<file path="src/rtl/pwr_pkg.sv">
package pwr_pkg;

  typedef enum logic [1:0] {
    PS_RUN   = 2'd0,
    PS_SLEEP = 2'd1,
    PS_SUSP  = 2'd2,
    PS_MASK  = 2'd3
  } pwr_state_e;

  localparam int unsigned SLOW_CODE = 3;

endpackage

</file>
<file path="src/rtl/pwr_speed_reg.sv">
module pwr_speed_reg #(
  parameter int unsigned ADDR_W = 4,
  parameter int unsigned DATA_W = 8,
  parameter int unsigned SEL_W  = 3,
  parameter int unsigned DIV_W  = 2
) (
  input  logic              clk,
  input  logic              srst_n,
  input  logic              wr_en,
  input  logic [ADDR_W-1:0] wr_addr,
  input  logic [DATA_W-1:0] wr_data,
  input  logic              wdt_rst,
  output logic [DIV_W-1:0]  target_div
);
  localparam int unsigned MAX_DIV = (1 << DIV_W) - 1;

  logic [SEL_W-1:0] sel_q;
  logic [SEL_W-1:0] sel_d;
  logic             sel_we;

  always_comb begin
    sel_we = 1'b0;
    sel_d  = sel_q;
    if (wdt_rst) begin
      sel_we = 1'b1;
      sel_d  = SEL_W'(pwr_pkg::SLOW_CODE);
    end else if (wr_en && (wr_addr == '0)) begin
      sel_we = 1'b1;
      sel_d  = wr_data[SEL_W-1:0];
    end
  end

  always_ff @(posedge clk or negedge srst_n) begin
    if (!srst_n) begin
      sel_q <= SEL_W'(pwr_pkg::SLOW_CODE);
    end else if (sel_we) begin
      sel_q <= sel_d;
    end
  end

  always_comb begin
    if (sel_q > SEL_W'(MAX_DIV)) begin
      target_div = DIV_W'(MAX_DIV);
    end else begin
      target_div = sel_q[DIV_W-1:0];
    end
  end
endmodule

</file>
<file path="src/rtl/pwr_div_gen.sv">
module pwr_div_gen #(
  parameter int unsigned DIV_W   = 2,
  parameter int unsigned PHASE_W = (1 << DIV_W) - 1
) (
  input  logic               clk,
  input  logic               srst_n,
  input  logic [DIV_W-1:0]   target_div,
  output logic [DIV_W-1:0]   div_sel,
  output logic [PHASE_W-1:0] phase,
  output logic               bus_ce
);
  logic [PHASE_W-1:0] phase_d;
  logic               wrap;
  logic [PHASE_W-1:0] sel_mask;

  always_comb begin
    wrap     = (phase == '1);
    phase_d  = phase + PHASE_W'(1);
    sel_mask = ~({PHASE_W{1'b1}} << div_sel);
    bus_ce   = ((phase & sel_mask) == sel_mask);
  end

  always_ff @(posedge clk or negedge srst_n) begin
    if (!srst_n) begin
      phase <= '0;
    end else begin
      phase <= phase_d;
    end
  end

  always_ff @(posedge clk or negedge srst_n) begin
    if (!srst_n) begin
      div_sel <= DIV_W'(pwr_pkg::SLOW_CODE);
    end else if (wrap) begin
      div_sel <= target_div;
    end
  end
endmodule

</file>
<file path="src/rtl/pwr_fsm.sv">
module pwr_fsm #(
  parameter int unsigned MASK_TICKS = 3280,
  parameter int unsigned MCNT_W     = $clog2(MASK_TICKS)
) (
  input  logic                clk,
  input  logic                srst_n,
  input  logic                sleep_req,
  input  logic                suspend_req,
  input  logic                wake,
  input  logic                ref_tick,
  output pwr_pkg::pwr_state_e state
);
  import pwr_pkg::*;

  pwr_state_e          state_d;
  logic [MCNT_W-1:0]   mcnt_q;
  logic [MCNT_W-1:0]   mcnt_d;
  logic                mcnt_last;

  always_comb begin
    state_d   = state;
    mcnt_d    = mcnt_q;
    mcnt_last = (mcnt_q == MCNT_W'(MASK_TICKS - 1));
    unique case (state)
      PS_RUN: begin
        if (suspend_req) begin
          state_d = PS_SUSP;
          mcnt_d  = '0;
        end else if (sleep_req) begin
          state_d = PS_SLEEP;
        end
      end
      PS_SLEEP: begin
        if (wake) state_d = PS_RUN;
      end
      PS_SUSP: begin
        if (wake) state_d = PS_MASK;
      end
      PS_MASK: begin
        if (ref_tick) begin
          if (mcnt_last) state_d = PS_RUN;
          else           mcnt_d  = mcnt_q + MCNT_W'(1);
        end
      end
      default: state_d = PS_RUN;
    endcase
  end

  always_ff @(posedge clk or negedge srst_n) begin
    if (!srst_n) begin
      state  <= PS_RUN;
      mcnt_q <= '0;
    end else begin
      state  <= state_d;
      mcnt_q <= mcnt_d;
    end
  end
endmodule

</file>
<file path="src/rtl/pwr_state_ctrl.sv">
module pwr_state_ctrl #(
  parameter int unsigned ADDR_W     = 4,
  parameter int unsigned DATA_W     = 8,
  parameter int unsigned SEL_W      = 3,
  parameter int unsigned DIV_W      = 2,
  parameter int unsigned NUM_PLL    = 2,
  parameter int unsigned MASK_TICKS = 3280
) (
  input  logic               clk,
  input  logic               rst_n,
  input  logic               wr_en,
  input  logic [ADDR_W-1:0]  wr_addr,
  input  logic [DATA_W-1:0]  wr_data,
  input  logic               sleep_req,
  input  logic               suspend_req,
  input  logic               irq,
  input  logic               fiq,
  input  logic               wdt_rst,
  input  logic               ref_tick,
  output logic               bus1_ce,
  output logic               bus2_ce,
  output logic               cpu_ce,
  output logic               rtc_en,
  output logic               usb_en,
  output logic               lcd_en,
  output logic [DIV_W-1:0]   div_sel,
  output logic [NUM_PLL-1:0] pll_pd,
  output logic               pll_mask,
  output logic               sdram_sr_req,
  output logic               mask_busy
);
  import pwr_pkg::*;

  localparam int unsigned PHASE_W = (1 << DIV_W) - 1;

  logic [1:0]         rst_sync_q;
  logic               srst_n;
  logic [DIV_W-1:0]   target_div;
  logic [PHASE_W-1:0] phase;
  logic               bus_ce;
  logic               wake;
  pwr_state_e         state;

  // asynchronous assert, synchronous release
  always_ff @(posedge clk or negedge rst_n) begin
    if (!rst_n) begin
      rst_sync_q <= 2'b00;
    end else begin
      rst_sync_q <= {rst_sync_q[0], 1'b1};
    end
  end
  assign srst_n = rst_sync_q[1];

  assign wake = irq | fiq | wdt_rst;

  pwr_speed_reg #(
    .ADDR_W(ADDR_W), .DATA_W(DATA_W), .SEL_W(SEL_W), .DIV_W(DIV_W)
  ) u_speed (
    .clk(clk), .srst_n(srst_n), .wr_en(wr_en), .wr_addr(wr_addr),
    .wr_data(wr_data), .wdt_rst(wdt_rst), .target_div(target_div)
  );

  pwr_div_gen #(
    .DIV_W(DIV_W), .PHASE_W(PHASE_W)
  ) u_div (
    .clk(clk), .srst_n(srst_n), .target_div(target_div),
    .div_sel(div_sel), .phase(phase), .bus_ce(bus_ce)
  );

  pwr_fsm #(
    .MASK_TICKS(MASK_TICKS)
  ) u_fsm (
    .clk(clk), .srst_n(srst_n), .sleep_req(sleep_req),
    .suspend_req(suspend_req), .wake(wake), .ref_tick(ref_tick),
    .state(state)
  );

  always_comb begin
    rtc_en       = 1'b1;
    bus1_ce      = 1'b0;
    bus2_ce      = 1'b0;
    cpu_ce       = 1'b0;
    usb_en       = 1'b0;
    lcd_en       = 1'b0;
    pll_pd       = '0;
    pll_mask     = 1'b0;
    mask_busy    = 1'b0;
    sdram_sr_req = 1'b1;
    unique case (state)
      PS_RUN: begin
        bus1_ce      = bus_ce;
        bus2_ce      = bus_ce;
        cpu_ce       = bus_ce;
        usb_en       = 1'b1;
        lcd_en       = 1'b1;
        sdram_sr_req = 1'b0;
      end
      PS_SLEEP: begin
        bus2_ce = bus_ce;
        usb_en  = 1'b1;
        lcd_en  = 1'b1;
      end
      PS_SUSP: begin
        pll_pd   = {NUM_PLL{1'b1}};
        pll_mask = 1'b1;
      end
      PS_MASK: begin
        pll_mask  = 1'b1;
        mask_busy = 1'b1;
      end
      default: ;
    endcase
  end
endmodule

</file>
<file path="config.mk">
export PLATFORM = sky130hd
export DESIGN_NAME = pwr_state_ctrl
export DESIGN_NICKNAME = d
export VERILOG_FILES = /design/src/rtl/pwr_pkg.sv /design/src/rtl/pwr_speed_reg.sv /design/src/rtl/pwr_div_gen.sv /design/src/rtl/pwr_fsm.sv /design/src/rtl/pwr_state_ctrl.sv
export SDC_FILE = /design/constraint.sdc
export NUM_CORES = 1
export LEC_CHECK = 0
export BUFFER_PORTS_ARGS = -buffer_cell sky130_fd_sc_hd__clkbuf_2
export CAP_MARGIN = 30
export CORE_ASPECT_RATIO = 1.4
export CORE_MARGIN = 3
export CORE_UTILIZATION = 49
export DETAILED_ROUTE_END_ITERATION = 12
export PLACE_DENSITY = 0.74
export SETUP_SLACK_MARGIN = 0.3
export SLEW_MARGIN = 20
export SYNTH_ARGS = -nofsm -noshare
export SYNTH_HDL_FRONTEND = slang
export SYNTH_SLANG_ARGS = --single-unit
</file>
<file path="constraint.sdc">
create_clock -name clk -period 1.9 [get_ports clk]
set_input_delay 0.285 -clock clk [delete_from_list [all_inputs] [get_ports clk]]
set_output_delay 0.285 -clock clk [all_outputs]
set_load 0.05 [all_outputs]
</file>
After elaboration in Yosys (flattened, before gate mapping):

Index checks and enable logic that the tools add are counted.

* register bits: 24
* input port bits: 21
* output and inout bits: 13
* word-level logic and storage cells: 60

* add/sub/neg operators: 2
* $lt $le $gt $ge: 1
* equal/unequal tests: 13
* shift operators: 1
* muxes and demuxes: 23
* bitwise logic cells: 4
* reduce and logical (&&, ||, !) cells: 10

Operators by type and width (count)
* 12-bit 2-to-1 mux: 3
* 12-bit case mux with 2 select lines: 1
* 2-bit 2-to-1 mux: 8
* 12-bit by 1-bit adder with 12-bit output (second input constant): 1
* 12-bit equality test (second input constant): 1
* 1-bit 2-to-1 mux: 8
* 2-bit case mux with 4 select lines: 1
* 3-bit 2-to-1 mux: 2
* 2-bit by 1-bit inequality test with 1-bit output (second input constant): 3
* 2-bit inequality test (second input constant): 3
* 5-bit AND reduction: 1
* 2-bit equality test (second input constant): 2
* 4-bit zero test: 1
* 4-bit AND reduction: 1
* 2-bit nonzero test: 2
* 2-bit OR reduction: 2
* 3-bit by 1-bit adder with 3-bit output (second input constant): 1
* 3-bit AND: 1
* 3-bit equality test: 1
* 3-bit equality test (second input constant): 1
* 3-bit by 2-bit greater-than comparator with 1-bit output (second input constant): 1
* 3-bit inequality test (second input constant): 1
* 3-bit NOT: 1
* 3-bit by 2-bit << shifter with 3-bit output (first input constant): 1
* 5 further kinds: 6

Logic depth before layout (Yosys ltp):

* word-level depth: 5
* depth in mapped cells: 5

Modules after synthesis:

From an unflattened synthesis, not the netlist that was laid out.

* cells, all modules: 137
* area total of the unflattened synthesis: 1342.5 um^2

By module, submodules not included
* pwr_fsm: times used 1, cells each 91, area an instance 837.1 um^2, seq. area each 350.3 um^2
* pwr_div_gen: times used 1, cells each 14, area an instance 203.9 um^2, seq. area each 127.6 um^2
* pwr_speed_reg: times used 1, cells each 17, area an instance 171.4 um^2, seq. area each 77.6 um^2
* pwr_state_ctrl: times used 1, cells each 15, area an instance 130.1 um^2, seq. area each 50.0 um^2

Worst setup path before layout:

Ideal clock, no wire load.

* kind: flip-flop to output port
* from: reg u_div.div_sel[0]
* to: out cpu_ce
* arrival: 2746 ps
* required time: 1615 ps
* path slack: -1131 ps
* cell stages (with the launch flop): 6
* path through: dfstp_2 inv_1 o21ai_0 a211oi_1 and2_1 buf_4

* cells in the longest elaborated chain, start to end: 5

Ends and longest elaborated chain
* start, declared: line pwr_div_gen.sv:8 `output logic [DIV_W-1:0] div_sel,`
* start signal, assigned: line pwr_div_gen.sv:33 `div_sel <= DIV_W'(pwr_pkg::SLOW_CODE);`
* start signal, assigned: line pwr_div_gen.sv:35 `div_sel <= target_div;`
* 3-bit by 2-bit << shifter with 3-bit output *: line pwr_div_gen.sv:19 `sel_mask = ~({PHASE_W{1'b1}} << div_sel);`
* 3-bit NOT *: line pwr_div_gen.sv:19
* 3-bit AND: line pwr_div_gen.sv:20 `bus_ce = ((phase & sel_mask) == sel_mask);`
* 3-bit equality test *: line pwr_div_gen.sv:20
* 1-bit 2-to-1 mux *
* end, declared: line pwr_state_ctrl.sv:22 `output logic cpu_ce,`

Every way passes the cells marked *; elsewhere a longest branch is shown, timed or not.

Final worst setup path:

* from: reg u_div.div_sel[1]
* to: out cpu_ce

* cells in the longest elaborated chain, start to end: 5

Ends and longest elaborated chain
* 3-bit by 2-bit << shifter with 3-bit output *: line pwr_div_gen.sv:19
* 3-bit NOT *: line pwr_div_gen.sv:19
* 3-bit AND: line pwr_div_gen.sv:20
* 3-bit equality test *: line pwr_div_gen.sv:20
* 1-bit 2-to-1 mux *: line pwr_state_ctrl.sv:89 `unique case (state)`

Marks and branches as above.

==> flow_summary.toml <==
[run_status]
status = "completed"

[logic_synthesis]
avgSynthCellArea_sq_um = 9.907
ys.flop_type = "dfrtp_1"
yosysSeqAreaShare_pct = 50.10
async_reset_ff_share_pct = 100.0
synth_cell_types = 40
synth-seq-cells = 24
synthesis.yosys.warnings = 0
syn_area_sq_um = 1209
synth_top_area_share_pct = 41.41
synth_top_area_cell = "dfrtp_1"
synthCells = 122
yosysMostFrequentCell = "dfrtp_1"
synthTopCellsByArea = "dfrtp_1 41%, dfstp_2 8.7%, nand3_1 4.6%, nor2_1 3.7%, nand2_1 3.4%"
synth_edf_count = 0
netlist_top_cells_count = "20 x dfrtp_1, 12 x nor2_1, 11 x nand2_1, 11 x nand3_1, 6 x o21ai_0"

[route]
drtIter0Drc = 42
first_pass_iters = 4
wl_met2_mm = 1.423
via_count = 1045
dr_wl_met3_microns = 127
finalWirelength_mm = 2.663
viasPerCell = 5.773
wl_met1_mm = 1.085
drc = 0
top_layer = "met4"
ant_nets = 0
wire_per_inst_microns = 14.71

[floorplan]
die-area_sq_um = 3107
core_region_area_sq_um = 2252
ios = 34
num_rows = 20
start_util_pct = 53.67
die_h_microns = 64.77
die_x_microns = 47.98

[grt]
grt_pass1_vias = 1082
antenna_found_initial = 0
grt-ovfl-total = 0
track_usage_pct = 19.86
grt_pass1_wl_mm = 4.533
grt_max_degree = 23

[setup_path]
cpPeakStageDelay_ns = 0.39
endpoint_kind = "output port"
path_cells = "nor2_1, nor2_2, a211oi_4, and2_4, clkbuf_8"
cp-start-kind = "flip-flop"
critPathKind = "reg -> out"
worst-endpoint-arrival_ns = 1.47
crit_required_ns = 1.62
r2r_setup_slack_ns = 0.16
crit_slowest_cell = "dfstp_2"
cp_max_fo = 2

[sta]
rsz0062_at_grt = "yes"
worst_slack_ns = 0.1441
maxSlewViolCount = 0
layout_min_cycle_time_ns = 1.756
skew_ns = 0.006779
timing.hold.ws_ns = 0.1579
clock.fmax_ghz = 0.5695
finalSetupViolations = 0
hold_viol = 0
finalCritPeriodShare_pct = 92.41

[power]
p_sw_share_pct = 35.14
power.internal_uw = 877.8
power_leakage_nw = 0.7640
vdd_drop_max_mv = 0.6693
p_per_area_nw_per_um2 = 828.2
clock_power_share_pct = 19.7
p_sw_uw = 475.6
seqPwrFrac_pct = 47.8
combPwrFrac_pct = 32.4

[placement]
gp_congestion = 0.8189
dp_hpwl_mm = 1.925
place_ws_ns = 0.1649
io_buffer_count = 27

[cells_and_area]
syn2layout_area_growth_pct = 35.20
n_fill_cell = 162
n_antenna_cell = 0
drive_gt1_share_pct = 44.03
utilization_pct = 72.56
nets = 184

[clocking]
cts_buffers = 3
cts_tree = "done"
clk_latency_ns = 0.31
htreeDepth = 1
clock_tree.buffer_depth = 2
numClockSinks = 24
clk_pin_slew_ns = 0.13
cts_root_buf = "clkbuf_4"

[worst_hold_path]
hold_class = "in -> reg"

[flow_run]
drv_cap = 0
==> layout make-up <==
type                            count  area [sq um]  share of cell area, %
Clock buffer                        4         36.28                  2.221
Inverter                            5         23.77                  1.455
Multi-Input combinational cell     88         655.6                  40.12
Sequential cell                    24         606.8                  37.14
Tap cell                           22         27.53                  1.685
Timing Repair Buffer               38         284.0                  17.38
==> worst paths after layout <==
check                                              from                            to  cells past startpoint
setup reg to reg            u_fsm.mcnt_q[5]$_DFFE_PN0P_   u_fsm.mcnt_q[4]$_DFFE_PN0P_                      4
hold / removal                                  wdt_rst  u_speed.sel_q[2]$_DFFE_PN0P_                      2
min in group asynchronous       rst_sync_q[1]$_DFF_PN0_   u_fsm.mcnt_q[9]$_DFFE_PN0P_                      1
hold reg to reg                 rst_sync_q[1]$_DFF_PN0_   u_fsm.mcnt_q[9]$_DFFE_PN0P_                      1
setup / recovery           u_div.div_sel[1]$_DFFE_PN1N_                        cpu_ce                      5
max in group asynchronous       rst_sync_q[1]$_DFF_PN0_  u_speed.sel_q[1]$_DFFE_PN1P_                      1
==> power by group through the flow <==
stage               clock network [mW]  logic (mW)  registers, mW
floorplan                            0       0.227          0.655
global placement                     0       0.321          0.646
detailed placement                   0       0.328          0.650
CTS                              0.276       0.380          0.642
global route                     0.303       0.483          0.655
finish                           0.267       0.439          0.647
==> per-layer routing <==
layer	track usage (%)	vias to the layer above
li1	-	509
met3	1.667	4
met5	0	-
met2	34.77	30
met4	7.407	0
met1	23.70	502
==> through the flow <==
stage               cells  total power [mW]  TNS (ns)  instance area (sq um)
floorplan             123            0.8821   -0.1178                   1255
global placement      171            0.9666         0                   1409
detailed placement    171            0.9780         0                   1409
CTS                   179             1.298         0                   1570
global route          181             1.441         0                   1634
finish                181             1.353         0                   1634
==> state kept, by name, summed over array words and instances (netlist names) <==
| signal | flops |
|---|---|
| u_fsm.mcnt_q | 12 |
| u_div.phase | 3 |
| u_speed.sel_q | 3 |
| rst_sync_q | 2 |
| u_div.div_sel | 2 |
| u_fsm.state | 2 |
==> critical path: cells and delay by family, from the launching register on <==
family | cells | cell delay [ns]
AO/OA/AOI/OAI | 1 | 0.21
buffers and inverters | 1 | 0.17
AND/OR/NAND/NOR | 3 | 0.37
flip-flops | 1 | 0.39
==> logic make-up (layout without fill, tap and decap cells) <==
kind of cell	count (synthesis)	in the layout	synth area share [%]
AOI/OAI and AO/OA	25	25	15.12
adders and majority gates	3	3	3.106
DFF	24	24	50.10
other	1	2	0.3103
muxes	4	4	3.313
and+or+nand+nor	53	53	22.57
buffers and inverters	11	47	4.761
xor gates and xnor gates	1	1	0.7248
==> timing repair <==
item,4_1_cts,5_1_grt
buffers inserted,3,2
setup endpoints to repair,16,17
pin swaps,6,4
hold endpoints to repair,2,0
hold buffers,1,0
resized for setup,26,14
==> cells in the final DEF, fill, tap and decap left out, types with 5 or more instances in the layout <==
cell type / Yosys / layout
dfrtp_1: 20 / 19
clkbuf_4: 0 / 5
buf_4: 4 / 8
clkbuf_2: 0 / 19
nor2_1: 12 / 9
nand3_1: 11 / 6
nand2_1: 11 / 10
Note: power is estimated with default switching activity, not from simulation.
